[src/rtl/e1r_pkg.sv]
package e1r_pkg;
    localparam int CH_W        = 5;
    localparam int BYTE_W      = 8;
    localparam int VOICE_SLOTS = 30;
    localparam int SIG_CH      = 16;

    typedef logic [BYTE_W-1:0] byte_t;
    typedef logic [CH_W-1:0]   chan_t;

    localparam byte_t SILENCE_INT = 8'h54;
    localparam byte_t HDLC_IDLE   = 8'h7E;

    typedef enum logic [1:0] {CK_ALIGN, CK_VOICE, CK_SIGNAL} chan_kind_e;

    typedef struct packed {
        logic  vld;
        chan_t slot;
        byte_t data;
    } slot_beat_t;

    function automatic byte_t flip(byte_t b);
        byte_t r;
        for (int i = 0; i < BYTE_W; i++) r[i] = b[BYTE_W-1-i];
        return r;
    endfunction

    function automatic chan_kind_e kind_of(chan_t c);
        if (c == chan_t'(0))      return CK_ALIGN;
        if (c == chan_t'(SIG_CH)) return CK_SIGNAL;
        return CK_VOICE;
    endfunction

    function automatic chan_t slot_of(chan_t c);
        return (c < chan_t'(SIG_CH)) ? chan_t'(c - chan_t'(1)) : chan_t'(c - chan_t'(2));
    endfunction
endpackage

[src/rtl/e1r_sig_guard.sv]
module e1r_sig_guard #(
    parameter int RESTORE_FRAMES = 4
) (
    input  logic clk,
    input  logic rst,
    input  logic sw_reset,
    input  logic frame_tick,
    output logic sig_down
);
    localparam int CW = (RESTORE_FRAMES > 1) ? $clog2(RESTORE_FRAMES) : 1;
    localparam logic [CW-1:0] LAST = CW'(RESTORE_FRAMES - 1);

    logic [CW-1:0] cnt;

    always_ff @(posedge clk) begin
        if (rst || sw_reset) begin
            sig_down <= 1'b1;
            cnt      <= '0;
        end else if (sig_down && frame_tick) begin
            if (cnt == LAST) begin
                sig_down <= 1'b0;
                cnt      <= '0;
            end else begin
                cnt <= cnt + 1'b1;
            end
        end
    end

    p_down_on_swreset_r8: assert property (@(posedge clk) disable iff (rst)
        sw_reset |=> sig_down);
    p_stays_up_r8: assert property (@(posedge clk) disable iff (rst)
        (!sig_down && !sw_reset) |=> !sig_down);
    p_no_rise_without_reset_r8: assert property (@(posedge clk) disable iff (rst)
        !sw_reset |=> !$rose(sig_down));
endmodule

[src/rtl/e1r_rx_split.sv]
module e1r_rx_split
    import e1r_pkg::*;
(
    input  logic       clk,
    input  logic       rst,
    input  logic       sig_up,
    input  logic       rx_vld,
    input  chan_t      rx_ch,
    input  byte_t      rx_byte,
    output slot_beat_t str_beat,
    output logic       hdlc_vld,
    output byte_t      hdlc_byte
);
    chan_kind_e kind;
    assign kind = kind_of(rx_ch);

    always_ff @(posedge clk) begin
        if (rst) begin
            str_beat  <= '0;
            hdlc_vld  <= 1'b0;
            hdlc_byte <= '0;
        end else begin
            str_beat.vld  <= rx_vld && (kind == CK_VOICE);
            str_beat.slot <= slot_of(rx_ch);
            str_beat.data <= flip(rx_byte);
            hdlc_vld      <= rx_vld && (kind == CK_SIGNAL) && sig_up;
            hdlc_byte     <= flip(rx_byte);
        end
    end

    p_voice_to_stream_r1: assert property (@(posedge clk) disable iff (rst)
        (rx_vld && kind == CK_VOICE) |=> (str_beat.vld && !hdlc_vld
            && str_beat.data == flip($past(rx_byte))));
    p_align_dropped_r2: assert property (@(posedge clk) disable iff (rst)
        (rx_vld && kind == CK_ALIGN) |=> (!str_beat.vld && !hdlc_vld));
    p_sig_to_hdlc_r3: assert property (@(posedge clk) disable iff (rst)
        (rx_vld && kind == CK_SIGNAL && sig_up) |=> (hdlc_vld && !str_beat.vld
            && hdlc_byte == flip($past(rx_byte))));
    p_sig_gated_r9: assert property (@(posedge clk) disable iff (rst)
        !sig_up |=> !hdlc_vld);
endmodule

[src/rtl/e1r_tx_merge.sv]
module e1r_tx_merge
    import e1r_pkg::*;
(
    input  logic                   clk,
    input  logic                   rst,
    input  logic                   sig_up,
    input  logic                   st_vld,
    input  chan_t                  st_slot,
    input  byte_t                  st_byte,
    input  logic [VOICE_SLOTS-1:0] conn,
    input  logic                   hdlc_vld,
    input  byte_t                  hdlc_byte,
    input  logic                   tx_req,
    input  chan_t                  tx_ch,
    output logic                   tx_vld,
    output byte_t                  tx_byte
);
    byte_t      mem [VOICE_SLOTS];
    byte_t      hreg;
    chan_kind_e kind;
    chan_t      rslot;

    assign kind  = kind_of(tx_ch);
    assign rslot = slot_of(tx_ch);

    always_ff @(posedge clk) begin
        if (rst) begin
            for (int i = 0; i < VOICE_SLOTS; i++) mem[i] <= SILENCE_INT;
            hreg <= HDLC_IDLE;
        end else begin
            if (st_vld && st_slot < chan_t'(VOICE_SLOTS)) mem[st_slot] <= st_byte;
            if (hdlc_vld) hreg <= hdlc_byte;
        end
    end

    always_ff @(posedge clk) begin
        if (rst) begin
            tx_vld  <= 1'b0;
            tx_byte <= '0;
        end else begin
            tx_vld <= tx_req && (kind != CK_ALIGN);
            unique case (kind)
                CK_VOICE:  tx_byte <= conn[rslot] ? flip(mem[rslot]) : flip(SILENCE_INT);
                CK_SIGNAL: tx_byte <= sig_up ? flip(hreg) : flip(SILENCE_INT);
                default:   tx_byte <= flip(SILENCE_INT);
            endcase
        end
    end

    p_align_no_tx_r7: assert property (@(posedge clk) disable iff (rst)
        (tx_req && kind == CK_ALIGN) |=> !tx_vld);
    p_idle_code_r5: assert property (@(posedge clk) disable iff (rst)
        (tx_req && kind == CK_VOICE && !conn[rslot]) |=> (tx_vld && tx_byte == 8'h2A));
    p_sig_silent_r9: assert property (@(posedge clk) disable iff (rst)
        (tx_req && kind == CK_SIGNAL && !sig_up) |=> (tx_vld && tx_byte == 8'h2A));
endmodule

[src/rtl/e1_slot_router.sv]
module e1_slot_router
    import e1r_pkg::*;
#(
    parameter int N_TRUNK        = 2,
    parameter int RESTORE_FRAMES = 4
) (
    input  logic                         clk,
    input  logic                         rst,
    input  logic                         sw_reset,
    input  logic [N_TRUNK-1:0]           rx_vld,
    input  logic [N_TRUNK*CH_W-1:0]      rx_ch,
    input  logic [N_TRUNK*BYTE_W-1:0]    rx_byte,
    output logic [N_TRUNK-1:0]           str_out_vld,
    output logic [N_TRUNK*CH_W-1:0]      str_out_slot,
    output logic [N_TRUNK*BYTE_W-1:0]    str_out_byte,
    output logic [N_TRUNK-1:0]           hdlc_rx_vld,
    output logic [N_TRUNK*BYTE_W-1:0]    hdlc_rx_byte,
    input  logic [N_TRUNK-1:0]           str_in_vld,
    input  logic [N_TRUNK*CH_W-1:0]      str_in_slot,
    input  logic [N_TRUNK*BYTE_W-1:0]    str_in_byte,
    input  logic [N_TRUNK*VOICE_SLOTS-1:0] conn_mask,
    input  logic [N_TRUNK-1:0]           hdlc_tx_vld,
    input  logic [N_TRUNK*BYTE_W-1:0]    hdlc_tx_byte,
    input  logic [N_TRUNK-1:0]           tx_req,
    input  logic [N_TRUNK*CH_W-1:0]      tx_ch,
    output logic [N_TRUNK-1:0]           tx_out_vld,
    output logic [N_TRUNK*BYTE_W-1:0]    tx_out_byte,
    output logic                         sig_down
);
    logic frame_tick;
    assign frame_tick = rx_vld[0] && (rx_ch[CH_W-1:0] == '0);

    e1r_sig_guard #(.RESTORE_FRAMES(RESTORE_FRAMES)) u_guard (
        .clk(clk), .rst(rst), .sw_reset(sw_reset),
        .frame_tick(frame_tick), .sig_down(sig_down)
    );

    for (genvar t = 0; t < N_TRUNK; t++) begin : g_trunk
        slot_beat_t beat;

        e1r_rx_split u_rx (
            .clk(clk), .rst(rst), .sig_up(!sig_down),
            .rx_vld(rx_vld[t]),
            .rx_ch(rx_ch[t*CH_W +: CH_W]),
            .rx_byte(rx_byte[t*BYTE_W +: BYTE_W]),
            .str_beat(beat),
            .hdlc_vld(hdlc_rx_vld[t]),
            .hdlc_byte(hdlc_rx_byte[t*BYTE_W +: BYTE_W])
        );

        assign str_out_vld[t]                  = beat.vld;
        assign str_out_slot[t*CH_W +: CH_W]     = beat.slot;
        assign str_out_byte[t*BYTE_W +: BYTE_W] = beat.data;

        e1r_tx_merge u_tx (
            .clk(clk), .rst(rst), .sig_up(!sig_down),
            .st_vld(str_in_vld[t]),
            .st_slot(str_in_slot[t*CH_W +: CH_W]),
            .st_byte(str_in_byte[t*BYTE_W +: BYTE_W]),
            .conn(conn_mask[t*VOICE_SLOTS +: VOICE_SLOTS]),
            .hdlc_vld(hdlc_tx_vld[t]),
            .hdlc_byte(hdlc_tx_byte[t*BYTE_W +: BYTE_W]),
            .tx_req(tx_req[t]),
            .tx_ch(tx_ch[t*CH_W +: CH_W]),
            .tx_vld(tx_out_vld[t]),
            .tx_byte(tx_out_byte[t*BYTE_W +: BYTE_W])
        );
    end
endmodule

[config.mk]
export PLATFORM = sky130hd
export DESIGN_NAME = e1_slot_router
export DESIGN_NICKNAME = d
export VERILOG_FILES = /design/src/rtl/e1r_pkg.sv /design/src/rtl/e1r_sig_guard.sv /design/src/rtl/e1r_rx_split.sv /design/src/rtl/e1r_tx_merge.sv /design/src/rtl/e1_slot_router.sv
export SDC_FILE = /design/constraint.sdc
export NUM_CORES = 1
export LEC_CHECK = 0
export BUFFER_PORTS_ARGS = -buffer_cell sky130_fd_sc_hd__buf_4
export CORE_ASPECT_RATIO = 1.4
export CORE_MARGIN = 3
export CORE_UTILIZATION = 25
export CTS_BUF_LIST = sky130_fd_sc_hd__clkbuf_4
export CTS_CLUSTER_DIAMETER = 100
export DETAILED_ROUTE_END_ITERATION = 12
export GPL_ROUTABILITY_DRIVEN = 1
export HOLD_SLACK_MARGIN = 0.15
export PLACE_DENSITY = 0.49
export SETUP_SLACK_MARGIN = 0.5
export SYNTH_ARGS = -nofsm -noshare
export SYNTH_HDL_FRONTEND = slang
export SYNTH_SLANG_ARGS = --single-unit
[constraint.sdc]
create_clock -name clk -period 4.1 [get_ports clk]
set_input_delay 0.41 -clock clk [delete_from_list [all_inputs] [get_ports clk]]
set_output_delay 0.41 -clock clk [all_outputs]
set_load 0.05 [all_outputs]
==> results.json, run 1 <==
{
  "run_status": "finished, final reports clean",
  "postLayoutSetupSlackWorst_ps": 797,
  "place.detailed.hpwl_um": 75500,
  "wl_per_cell_um": 22.5,
  "path_class": "in2reg",
  "critPathMaxFanout": 36,
  "grt_pass1_vias": 25300,
  "detail_route.drc_violations": 0,
  "timing.final.crit_period_ps": 3300,
  "grt_first_pass_wirelength_um": 160000,
  "postRouteAntennaNets": 0,
  "grt_setup_unrepaired": "false",
  "clkSlewWorstSetupHoldPaths_ps": 60,
  "highest_layer": "met5",
  "synth-edff-count": 512,
  "post-synth-top-area-fraction_pct": 49.6,
  "globalRoute.totalOverflow": 0,
  "path_delay_family": "buffers and inverters",
  "vias": 24600,
  "cp_data_required_time_ps": 5030,
  "worstSkewPairLatency_ps": 1050,
  "cts-root-to-sink-buffers": 3,
  "drtIter0Drc": 1704,
  "wl_met3_um": 5780,
  "synth-seq-area-share_pct": 53.9,
  "hold-path-cell-count": 7,
  "timing.critical_path.buf_inv": 5,
  "yosys-top-cells-area": "sky130_fd_sc_hd__edfxtp_1 (50%), sky130_fd_sc_hd__and2_1 (6.2%), sky130_fd_sc_hd__mux4_2 (5.5%), sky130_fd_sc_hd__o22ai_1 (4.7%), sky130_fd_sc_hd__dfxtp_1 (4.3%)",
  "grt_use_total_pct": 16.5,
  "synth.distinct_cells": 75,
  "placed_cell_area_um2": 34600,
  "cts-buffers-inserted": 162,
  "syn_to_final_growth_pct": 24.1,
  "ys_seq_elements": 579,
  "netlist_top_cells_count": "sky130_fd_sc_hd__edfxtp_1 (512), sky130_fd_sc_hd__and2_1 (305), sky130_fd_sc_hd__o22ai_1 (234), sky130_fd_sc_hd__or3_1 (173), sky130_fd_sc_hd__clkbuf_1 (159)",
  "core-area_um2": 123000,
  "rows": 152,
  "hold_fails_final_rpt": 0,
  "vdd.ir_drop.worst_uv": 232,
  "syn_avg_cell_area_um2": 11.6,
  "yosys.area.top_type": "sky130_fd_sc_hd__edfxtp_1",
  "grt_start_max_net_pins": 90,
  "timing.final.max_slew_violations": 0,
  "die_ar_um2": 128000,
  "clock-sinks": 579,
  "power_density_nw_per_um2": 390,
  "worst_ep_arrival_time_ps": 4230,
  "final_area_um2": 38500,
  "path_depth": 12,
  "pre_cts_setup_slack_ps": 590,
  "fmax_ghz": 0.303,
  "timing.critical_path.cells": "dlygate4sd3_1 > buf_4 > inv_1 > ha_2 > buf_4 > mux4_2 > mux4_2 > nor2_1 > nor2_1 > a21oi_1 > a211oi_1 > dlygate4sd3_1",
  "place_congestion": 0.846,
  "synthMostInstantiatedCell": "sky130_fd_sc_hd__edfxtp_1",
  "timing.final.crit_share_pct": 80.6,
  "setup_total_negative_slack_ps": 0,
  "dominantRegCellSynth": "sky130_fd_sc_hd__edfxtp_1",
  "dr.pass1.iters": 8,
  "finClkSkew_ps": 66.6,
  "port_buffers": 213,
  "met2RoutedLength_um": 59100,
  "clockRootBuffer": "sky130_fd_sc_hd__clkbuf_4",
  "initial_utilization_pct": 25.2,
  "vias_per_inst": 5.08,
  "die-height_um": 423,
  "synthArstFlopShare_pct": 0,
  "r2r.worst_path.cells": 7,
  "worstHoldPathType": "in2reg",
  "worst_pin_slew_ps": 1170,
  "tritoncts": "built",
  "timing.critical_path.from_type": "primary input",
  "synthesis.yosys.warnings": 0,
  "ports": 214,
  "syn_area_um2": 31000,
  "cpMaxStageDelayCell": "sky130_fd_sc_hd__dlygate4sd3_1",
  "maxSlewHeadroom_pct": 21.4,
  "totalWireLength_um": 109000,
  "count_of_nets_after_finishing": 3264,
  "p_leak_uw": 0.0135,
  "critical_path.endpoint_type": "flop",
  "htree_levels": 4,
  "setup_viol_count_final": 0,
  "drv.max_cap_violation_count": 0,
  "synth_cells": 2663,
  "width_of_the_die_um": 304,
  "grt_antenna_before_repair": 7,
  "longest_individual_stage_delay_on_the_worst_path_ps": 610,
  "layout-drive-gt1-share_pct": 23.1,
  "wl_met1_um": 38700
}
final cells by class:
class                           count  area, µm²
Antenna cell                        2       5.00
Clock buffer                      239       1790
Clock inverter                     49        312
Fill cell                       12700      84400
Inverter                           34        129
Multi-Input combinational cell   1787      12900
Sequential cell                   579      16700
Tap cell                         1617       2020
Timing Repair Buffer              534       4560
repair_timing:
| action | 4_1_cts | 5_1_grt |
|---|---|---|
| hold endpoints to repair | 656 | 0 |
| endpoints found under the setup margin | 0 | 1 |
| setup buffers | 0 | 0 |
| hold buffers | 181 | 0 |
| resized for setup | 0 | 2 |
tightest hold or removal path, stage by stage:
cell and delay [ps]:
sky130_fd_sc_hd__buf_4 80, sky130_fd_sc_hd__a22oi_1 60, sky130_fd_sc_hd__nand3_1 80, sky130_fd_sc_hd__nand4_1 90, sky130_fd_sc_hd__o211ai_1 150, sky130_fd_sc_hd__o21ai_4 150, sky130_fd_sc_hd__o21ai_0 180
flip-flops by register name (all words and copies together) (netlist names):
register	cells
g_trunk.u_tx.tx_vld	2
g_trunk.u_rx.hdlc_byte	8
g_trunk.u_rx.str_beat	20
g_trunk.u_tx.tx_byte	16
g_trunk.u_rx.hdlc_vld	2
u_guard.sig_down	1
g_trunk.u_tx.hreg	16
u_guard.cnt	2
g_trunk.u_tx.mem	512
cell usage in the layout, fill, tap and decap left out, drive strengths merged, types with 9 or more instances in the layout:
| master | count |
|---|---|
| edfxtp | 512 |
| nor2 | 130 |
| nor4 | 29 |
| o21ai | 69 |
| nor3b | 42 |
| mux2 | 16 |
| buf | 354 |
| nand2 | 56 |
| o22ai | 234 |
| inv | 41 |
| clkinv | 36 |
| conb | 32 |
| a211oi | 12 |
| or2 | 9 |
| dfxtp | 67 |
| nor3 | 112 |
| clkbuf | 239 |
| nand3 | 35 |
| a21oi | 22 |
| mux2i | 41 |
| ha | 17 |
| a2111oi | 20 |
| nor2b | 29 |
| nand2b | 25 |
| dlygate4sd3 | 180 |
| a22oi | 61 |
| or3 | 173 |
| a221oi | 58 |
| a22o | 64 |
| and2 | 307 |
| mux4 | 85 |
layer usage:
metal | vias up | GRT usage, %
met1 | 12200 | 16.9
met3 | 249 | 3.06
met2 | 868 | 31.6
li1 | 11300 | -
met5 | - | 0
met4 | 2 | 8.69
through the flow:
stage	hold WS, ps	std cells	total power (µW)	util, %
floorplan	441	2694	8520	-
global placement	460	4371	9480	28.1
detailed placement	472	4371	9500	28.1
CTS	167	4840	15200	31.3
global route	180	4841	15700	31.3
finish	187	4841	15000	31.3
path summary, 6_finish.rpt:
kind                             start                    endpoint  slack, ps
max                           tx_ch[1]  g_trunk[0].u_tx.tx_byte[1]        800
min reg2reg    g_trunk[1].u_tx.hreg[0]  g_trunk[1].u_tx.tx_byte[7]        500
max reg2reg  g_trunk[0].u_tx.mem[1][6]  g_trunk[0].u_tx.tx_byte[1]       1510
min                      conn_mask[56]  g_trunk[1].u_tx.tx_byte[4]        190
logic make-up (layout without fill, tap and decap cells):
logic type	Yosys count	after routing	share of synthesized area (%)
flip-flops	579	579	53.9
AO/OA/AOI/OAI	600	600	13.8
other	1	34	0.0121
multiplexers	142	142	8.19
XOR/XNOR	8	8	0.250
adder cells (fa/ha/maj)	17	17	0.686
AND/OR/NAND/NOR	988	988	18.3
buffers and inverters	328	856	4.87
report_power, final:
| part | switching [µW] | total, µW | internal, µW |
|---|---|---|---|
| registers | 220 | 6980 | 6760 |
| clock network | 2640 | 5510 | 2870 |
| logic | 1500 | 2540 | 1040 |
Power figures use the tool's default switching activity.
==> run 2: changes to the inputs <==
PLACE_DENSITY = 0.5   (was 0.49)
clock period = 2.94 ns   (was 4.1 ns; I/O delays follow)
==> run 2 against run 1 <==
Effect of this change: final area is 3.7% higher; highest routed layer unchanged; routed wire length is 2.4% higher; non-clock buffer count is 110 higher; global-route usage is 0.43 points higher.
==> results.json, run 2 (synthesized netlist as in run 1, its figures left out) <==
{
  "grt_antenna_before_repair": 9,
  "grt_start_max_net_pins": 90,
  "most_frequent_cells_in_the_layout": "sky130_fd_sc_hd__edfxtp_1 (512), sky130_fd_sc_hd__buf_4 (379), sky130_fd_sc_hd__and2_1 (303), sky130_fd_sc_hd__clkbuf_4 (246), sky130_fd_sc_hd__dlygate4sd3_1 (229)",
  "finClkSkew_ps": 73.2,
  "critical_path.endpoint_type": "flop",
  "detail_route.drc_violations": 0,
  "drv.max_cap_violation_count": 0,
  "p_leak_uw": 0.0142,
  "totalWireLength_um": 112000,
  "flip_flop_count_of_the_largest_register_after_layout": 512,
  "tritoncts": "built",
  "vdd.ir_drop.worst_uv": 341,
  "place_congestion": 0.829,
  "clock-sinks": 579,
  "mostFrequentLayoutCell": "sky130_fd_sc_hd__edfxtp_1",
  "critPathMaxFanout": 44,
  "power_density_nw_per_um2": 532,
  "cts-buffers-inserted": 161,
  "place.detailed.hpwl_um": 77700,
  "timing.critical_path.from_type": "primary input",
  "area.sequential_um2": 16700,
  "die-height_um": 423,
  "vias_per_inst": 5.04,
  "layout-drive-gt1-share_pct": 24.8,
  "timing.final.crit_period_ps": 2390,
  "wl_per_cell_um": 22.5,
  "cts-root-to-sink-buffers": 3,
  "worst_ep_arrival_time_ps": 3340,
  "setup_total_negative_slack_ps": 0,
  "drtIter0Drc": 1854,
  "multiInputGateArea_um2": 13100,
  "grt_use_total_pct": 16.9,
  "core-area_um2": 123000,
  "rows": 152,
  "postLayoutSetupSlackWorst_ps": 547,
  "timing.final.crit_share_pct": 81.4,
  "grt_setup_unrepaired": "false",
  "layout_top_registers": "g_trunk.u_tx.mem: 512 flops, g_trunk.u_rx.str_beat: 20 flops",
  "dr.pass1.iters": 6,
  "worst_pin_slew_ps": 1200,
  "path_class": "in2reg",
  "clockRootBuffer": "sky130_fd_sc_hd__clkbuf_4",
  "timing.final.max_slew_violations": 0,
  "count_of_nets_after_finishing": 3373,
  "pre_cts_setup_slack_ps": 29.7,
  "ports": 214,
  "cp_data_required_time_ps": 3880,
  "clkSlewWorstSetupHoldPaths_ps": 60,
  "port_buffers": 213,
  "hold_fails_final_rpt": 0,
  "run_status": "finished, final reports clean",
  "registers.top_by_ff_count": "g_trunk.u_tx.mem",
  "vias": 25000,
  "syn_to_final_growth_pct": 28.7,
  "globalRoute.totalOverflow": 0,
  "width_of_the_die_um": 304,
  "setup_viol_count_final": 0,
  "worstSkewPairLatency_ps": 1070,
  "fillers": 12500,
  "grt_first_pass_wirelength_um": 163000,
  "htree_levels": 4,
  "postRouteAntennaNets": 0,
  "maxSlewHeadroom_pct": 19.0,
  "initial_utilization_pct": 25.2,
  "worstHoldPathType": "in2reg",
  "grt_pass1_vias": 25800,
  "fmax_ghz": 0.418,
  "die_ar_um2": 128000
}
==> run 2: cell count changes in the layout (fill, tap and decap cells not counted), sizes merged <==
cell	change
clkbuf	+9
inv	-7
dlygate4sd3	+49
clkinv	+1
dlymetal6s4s	+4
diode	+4
buf	+54
==> run 2: what timing repair did <==
item                                    in CTS  in global routing
resized for setup                            1                 14
hold buffers                               233                  1
endpoints found under the setup margin       1                 31
setup buffers                                0                  8
pin swaps                                    0                  4
cloned                                       0                  2
hold endpoints to repair                   807                  3
==> run 2: critical path, stage by stage <==
cell and delay, ps:
sky130_fd_sc_hd__dlygate4sd3_1 530, sky130_fd_sc_hd__buf_4 120, sky130_fd_sc_hd__inv_2 60, sky130_fd_sc_hd__ha_4 330
sky130_fd_sc_hd__nor2b_4 170, sky130_fd_sc_hd__buf_12 230, sky130_fd_sc_hd__a22oi_1 90, sky130_fd_sc_hd__dlygate4sd3_1 580
sky130_fd_sc_hd__nand2_1 90, sky130_fd_sc_hd__o22ai_1 80, sky130_fd_sc_hd__o211ai_1 320, sky130_fd_sc_hd__o21ai_4 90
sky130_fd_sc_hd__buf_12 150, sky130_fd_sc_hd__o31ai_2 200
==> run 2: metal layers <==
metal | vias up | GRT usage, % | share of wire (%)
li1 | 11500 | - | -
met2 | 843 | 32.3 | 55
met1 | 12400 | 17.6 | 36
met4 | 2 | 8.52 | 4.7
met3 | 251 | 2.93 | 4.8
met5 | - | 0 | 0.012
==> run 2: layout make-up <==
class	instances	area share, %
inverter	34	0.354
tap	1617	5.07
sequential	579	41.9
clock inverter	43	0.690
clock buffer	245	4.61
multi-input combinational	1787	32.8
antenna	6	0.0376
timing repair buffer	644	14.5
==> run 2: path summary, 6_finish.rpt <==
| kind | to | cells past startpoint | slack (ps) | start |
|---|---|---|---|---|
| worst max-delay path | g_trunk[1].u_tx.tx_byte[7] | 14 | 550 | tx_ch[5] |
| worst min-delay path | g_trunk[0].u_tx.tx_byte[5] | 8 | 280 | conn_mask[22] |
| worst max register to register | g_trunk[0].u_tx.tx_byte[7] | 7 | 940 | g_trunk[0].u_tx.mem[9][0] |
| worst min register to register | g_trunk[1].u_tx.tx_byte[7] | 2 | 500 | g_trunk[1].u_tx.hreg[0] |
==> run 2: where the power goes <==
group | switching [µW] | internal [µW] | leakage, µW | total, µW
clock | 3580 | 4060 | 0.00125 | 7640
combinational | 2160 | 1670 | 0.00738 | 3830
sequential | 312 | 9420 | 0.00553 | 9730
total | 6060 | 15200 | 0.0142 | 21200
==> run 2: per-stage QoR <==
stage | cell area [µm²] | cells | hold WS, ps | power, µW | util [%]
final | 39900 | 4955 | 275 | 21200 | 32.5
after detailed placement | 35300 | 4417 | 486 | 13400 | 28.7
after floorplan | 31500 | 2694 | 371 | 12000 | -
after global routing | 39900 | 4954 | 192 | 22200 | 32.5
after CTS | 39700 | 4938 | 154 | 21400 | 32.3
after global placement | 35300 | 4417 | 472 | 13400 | 28.7
